`config.mk`:
```
export PLATFORM = sky130hd
export DESIGN_NAME = dual_bus_arbiter
export DESIGN_NICKNAME = d
export VERILOG_FILES = /design/src/rtl/dual_bus_arbiter.sv
export SDC_FILE = /design/constraint.sdc
export NUM_CORES = 1
export LEC_CHECK = 0
export BUFFER_PORTS_ARGS = -buffer_cell sky130_fd_sc_hd__buf_2
export CAP_MARGIN = 40
export CORE_MARGIN = 4
export CORE_UTILIZATION = 50
export DETAILED_ROUTE_END_ITERATION = 10
export MAX_ROUTING_LAYER = met4
export PLACE_DENSITY = 0.75
export SKIP_CTS_REPAIR_TIMING = 1
export SYNTH_ARGS = -nofsm -noshare
export SYNTH_HDL_FRONTEND = slang
export SYNTH_SLANG_ARGS = --single-unit
export TNS_END_PERCENT = 30
```
`constraint.sdc`:
```
create_clock -name clk -period 3 [get_ports clk]
set_input_delay 0.3 -clock clk [delete_from_list [all_inputs] [get_ports clk]]
set_output_delay 0.3 -clock clk [all_outputs]
set_load 0.03 [all_outputs]
```
`src/rtl/dual_bus_arbiter.sv`:
```
module dual_bus_arbiter #(
  parameter int N_EXT = 3
) (
  input  logic             clk,
  input  logic             rst_n,
  input  logic             mode_sel,
  input  logic             cpu_req,
  input  logic             hb_req,
  input  logic             pci_retry,
  input  logic [N_EXT-1:0] ext_req,
  input  logic [N_EXT-1:0] ext_memwr,
  output logic             cpu_gnt,
  output logic             hb_cpu_gnt,
  output logic             hb_pci_gnt,
  output logic [N_EXT-1:0] ext_gnt,
  output logic             cpu_boff,
  output logic             posting_off
);
  localparam int OW = (N_EXT > 1) ? $clog2(N_EXT) : 1;

  typedef enum logic [2:0] {S_IDLE, S_HAND, S_JOIN, S_BOFF, S_SPLIT} st_t;

  st_t          st;
  logic         joined;
  logic [OW-1:0] own, last;

  function automatic logic [OW-1:0] rr_pick(input logic [N_EXT-1:0] v, input logic [OW-1:0] lst);
    logic [OW-1:0] r;
    int idx;
    r = lst;
    for (int k = N_EXT; k >= 1; k--) begin
      idx = (int'(lst) + k) % N_EXT;
      if (v[idx]) r = OW'(idx);
    end
    return r;
  endfunction

  wire [N_EXT-1:0] wr_req  = ext_req & ext_memwr;
  wire             quiet   = !cpu_req && !hb_req && (ext_req == '0);
  wire             own_req = ext_req[own];

  always_ff @(posedge clk) begin
    if (!rst_n) begin
      st     <= S_IDLE;
      joined <= 1'b0;
      own    <= '0;
      last   <= OW'(N_EXT - 1);
    end else begin
      case (st)
        S_IDLE: begin
          if (quiet) joined <= mode_sel;
          if (joined) begin
            if (cpu_req && pci_retry && (wr_req != '0)) begin
              own  <= rr_pick(wr_req, last);
              last <= rr_pick(wr_req, last);
              st   <= S_BOFF;
            end else if (!cpu_req && !hb_req && (ext_req != '0)) begin
              own  <= rr_pick(ext_req, last);
              last <= rr_pick(ext_req, last);
              st   <= S_HAND;
            end
          end else if (!hb_req && (ext_req != '0)) begin
            own  <= rr_pick(ext_req, last);
            last <= rr_pick(ext_req, last);
            st   <= S_SPLIT;
          end
        end
        S_HAND:  st <= own_req ? S_JOIN : S_IDLE;
        default: if (!own_req) st <= S_IDLE;
      endcase
    end
  end

  wire ext_on = (st == S_JOIN) || (st == S_BOFF) || (st == S_SPLIT);

  assign cpu_gnt     = (st == S_IDLE) || (st == S_SPLIT);
  assign hb_cpu_gnt  = (st == S_HAND) || (st == S_JOIN) || (st == S_BOFF);
  assign hb_pci_gnt  = (st == S_IDLE) || (st == S_HAND);
  assign ext_gnt     = ext_on ? (N_EXT'(1) << own) : '0;
  assign cpu_boff    = (st == S_BOFF);
  assign posting_off = joined || mode_sel;

  assert_one_master_R3: assert property (@(posedge clk) disable iff (!rst_n)
    joined |-> $onehot0({cpu_gnt, ext_gnt}));

  assert_handover_R2: assert property (@(posedge clk) disable iff (!rst_n)
    (joined && !cpu_boff && $rose(|ext_gnt)) |-> $past(hb_cpu_gnt));

  assert_boff_R5: assert property (@(posedge clk) disable iff (!rst_n)
    (joined && cpu_gnt && cpu_req && pci_retry && (wr_req != '0)) |=> (cpu_boff && (ext_gnt != '0)));

  assert_release_R7: assert property (@(posedge clk) disable iff (!rst_n)
    ((ext_gnt & ~ext_req) != '0) |=> ((ext_gnt == '0) && !cpu_boff));

  assert_mode_defer_R9: assert property (@(posedge clk) disable iff (!rst_n)
    !$stable(joined) |-> $past(ext_gnt == '0 && !hb_cpu_gnt && !cpu_req && !hb_req && ext_req == '0));

  assert_split_cpu_R4: assert property (@(posedge clk) disable iff (!rst_n)
    (!joined && !$past(joined)) |-> cpu_gnt);
endmodule

```
==> Implementation_results.wiki <==
{| class="wikitable"
! Metric !! Value
|-
| Area growth from synthesis to final layout || 9.84%
|-
| Transition time of the tightest slew-check pin || 0.558 ns
|-
| Synth Cell Area || 877 um2
|-
| Length of the first detailed-routing pass in iterations || 4
|-
| Share of the clock period used by the worst path after layout || 0.718
|-
| Unrepaired setup endpoints after global routing || false
|-
| Shortest clock period the worst path allows after layout || 2.15 ns
|-
| Overall power || 0.373 mW
|-
| Timing-limited maximum frequency || 0.464 GHz
|-
| Die boundary width || 49.9 um
|-
| Maximum count of clock buffers along a single path || 2
|-
| Via/cell ratio || 6.39
|-
| Mapped Nets || 129
|-
| Met2 capacity usage during global routing || 0.293
|-
| Antenna Diode Count || 0
|-
| Total cell area at the placement stage || 936 um2
|-
| Portion of synthesized cell area occupied by the leading cell type || 0.160
|-
| Wire length of the first global-routing pass || 3690 um
|-
| Count of synthesis-stage warnings from yosys || 0
|-
| Sequential cell area fraction in the yosys report || 0.160
|-
| Most common cell after layout, fill and taps aside || sky130_fd_sc_hd__buf_2
|-
| Number of endpoints failing setup at the final stage || 0
|-
| Number of antenna violations at the first check in global routing || 0
|-
| Async SR Flop Fraction || 0
|-
| Count of vias placed by the detailed router || 926
|-
| Placer's final routability congestion estimate || 0.892
|-
| Share of post-route cells with drive strength above 1 || 0.209
|-
| Worst Path Class, Setup || reg2reg
|-
| Final nets || 145
|-
| Total number of H-tree levels || 1
|-
| Switching power summed over all nets || 0.150 mW
|-
| Top library cells by usage in the layout, fill and taps aside || sky130_fd_sc_hd__buf_2 (19), sky130_fd_sc_hd__nand2_1 (9), sky130_fd_sc_hd__nor2_1 (8)
|-
| Met3 usage || 0.0542
|-
| Final ANT Viol Nets || 0
|-
| Share of the core filled with cells || 0.611
|-
| Setup clock skew after layout || 0.00941 ns
|-
| Biggest fanout along the worst timing path || 14
|-
| Global routing's busiest layer || met2
|-
| GRT Resource Usage Total || 0.190
|-
| Count of filler cells inserted in the layout || 147
|-
| Multi-input combinational cell area || 666 um2
|-
| PortBufs || 19
|-
| Portion of total power attributed to combinational logic || 0.467
|-
| Type of element launching the critical path || flip-flop
|-
| Insertion delay of the later-clocked pin in the worst-skew pair || 0.26 ns
|-
| Clock root cell || sky130_fd_sc_hd__clkbuf_4
|-
| Pwr/cell area || 387 nW/um2
|-
| Clock group share of total power || 0.236
|-
| Outcome || finished, final reports clean
|-
| Core footprint || 1580 um2
|-
| Met1 Resource Use GR || 0.242
|-
| Clock buffers created by TritonCTS || 3
|-
| CTS sink count || 7
|-
| Mapped Cells || 114
|-
| Die height || 49.9 um
|-
| Area contributors post-synth || sky130_fd_sc_hd__dfxtp_1 (16%), sky130_fd_sc_hd__mux2i_1 (6.8%), sky130_fd_sc_hd__nand3b_1 (5.1%)
|-
| WL/cell || 15.2 um
|-
| Pin count of the biggest net entering global routing || 20
|-
| Placed wire-length estimate || 1620 um
|-
| Yosys cell types || 45
|-
| Pleak || 0.400 nW
|-
| Total die area || 2490 um2
|-
| Endpoint arrival time on the critical path || 2.30 ns
|-
| Flip-flop and latch area || 140 um2
|-
| Endpoint kind of the worst setup timing path || flip-flop
|-
| Clock transition at the register clock pins on the worst setup and hold paths after CTS || 0.06 ns
|-
| Max-slew headroom at the worst pin || 0.628
|-
| Vias in the first global route || 848
|-
| Max_cap viols || 0
|-
| Worst min path class || in2reg
|-
| Sequential power share || 0.297
|-
| Peak VDD IR || 255 uV
|-
| TritonCTS clock tree || yes
|-
| Data required time at the worst endpoint || 3.14 ns
|-
| Switching share of power || 0.401
|-
| Final Hold Viols || 0
|-
| Total gr overflow || 0
|-
| Worst hold margin || 0.294 ns
|-
| EDFF count, synth || 0
|-
| Final instance area || 963 um2
|-
| Cell taking the most area after synthesis || sky130_fd_sc_hd__dfxtp_1
|-
| Initial standard-cell utilization of the core || 0.556
|-
| Wire length reported by the detailed router || 2200 um
|-
| Residual DRC || 0
|-
| Mean cell area of the mapped netlist || 7.69 um2
|-
| Internal power || 0.223 mW
|-
| Setup Total Neg Slack || 0 ns
|-
| Rows || 14
|-
| Boundary pin count || 20
|-
| Commonest register cell after synthesis || sky130_fd_sc_hd__dfxtp_1
|-
| Final-report max-slew violation count || 0
|-
| Post-synthesis sequential element count || 7
|-
| Number of design-rule violations left by the first detailed-router iteration || 19
|}
[routing by layer]
layer  vias to the layer above  wire [um]
met3                         0        122
li1                        472          -
met2                        25        995
met1                       429       1080
met4                         0          0
met5                         -          0
[cell type report]
class / count / area share
Inverter: 4 / 0.0156
Multi-Input combinational cell: 95 / 0.691
Timing Repair Buffer: 19 / 0.0987
Clock buffer: 3 / 0.0234
Tap cell: 16 / 0.0208
Sequential cell: 7 / 0.145
Clock inverter: 1 / 0.00519
[registers in the layout, summed over array words and instances (netlist names)]
register / cells
own: 2
joined: 1
last: 1
st: 3
[cell usage after synthesis (3+ instances only)]
library cell and instances:
sky130_fd_sc_hd__ha_1 3, sky130_fd_sc_hd__nand3b_1 6, sky130_fd_sc_hd__nor2_1 8, sky130_fd_sc_hd__dfxtp_1 7
sky130_fd_sc_hd__nor3_1 6, sky130_fd_sc_hd__nand4b_1 3, sky130_fd_sc_hd__o21ai_0 5, sky130_fd_sc_hd__nand2_1 9
sky130_fd_sc_hd__inv_1 4, sky130_fd_sc_hd__nand3_1 7, sky130_fd_sc_hd__buf_2 3, sky130_fd_sc_hd__a21oi_1 5
sky130_fd_sc_hd__mux2i_1 6
[per-stage QoR]
| stage | cells | setup slack (ns) |
|---|---|---|
| after global placement | 141 | 0.945 |
| after global routing | 145 | 0.675 |
| after detailed placement | 141 | 0.861 |
| final | 145 | 0.845 |
| after CTS | 145 | 0.857 |
| after floorplan | 114 | 0.864 |
[logic make-up (layout without fill, tap and decap cells)]
| kind of cell | after synthesis | count (layout) | synth area share |
|---|---|---|---|
| mux | 6 | 6 | 0.0685 |
| fa+ha+maj | 3 | 3 | 0.0428 |
| flops | 7 | 7 | 0.160 |
| compound gates | 33 | 33 | 0.284 |
| buf+inv | 12 | 27 | 0.0813 |
| simple gates | 53 | 53 | 0.364 |
[power by group through the flow]
stage	Sequential, mW	Clock [mW]	Combinational, mW
floorplan	0.108	0	0.150
global placement	0.112	0	0.167
detailed placement	0.113	0	0.172
CTS	0.111	0.0903	0.172
global route	0.112	0.0971	0.193
finish	0.111	0.0880	0.174
[worst max-delay path, stage by stage, from the launching register on]
cell and delay, ns:
sky130_fd_sc_hd__dfxtp_1 0.45, sky130_fd_sc_hd__inv_1 0.12, sky130_fd_sc_hd__ha_1 0.53, sky130_fd_sc_hd__nand2b_1 0.20
sky130_fd_sc_hd__o22ai_1 0.09, sky130_fd_sc_hd__a311o_1 0.37, sky130_fd_sc_hd__o22ai_1 0.20, sky130_fd_sc_hd__o41ai_2 0.08
[path summary, 6_finish.rpt]
path              slack, ns  endpoint      from  depth (start not counted)
setup / recovery       0.85    own[0]    own[0]                          7
hold / removal         0.29    joined  mode_sel                          3
setup reg to reg       0.85    own[0]    own[0]                          7
hold reg to reg        0.53     st[0]    joined                          2
(Power assumes the default switching activity.)
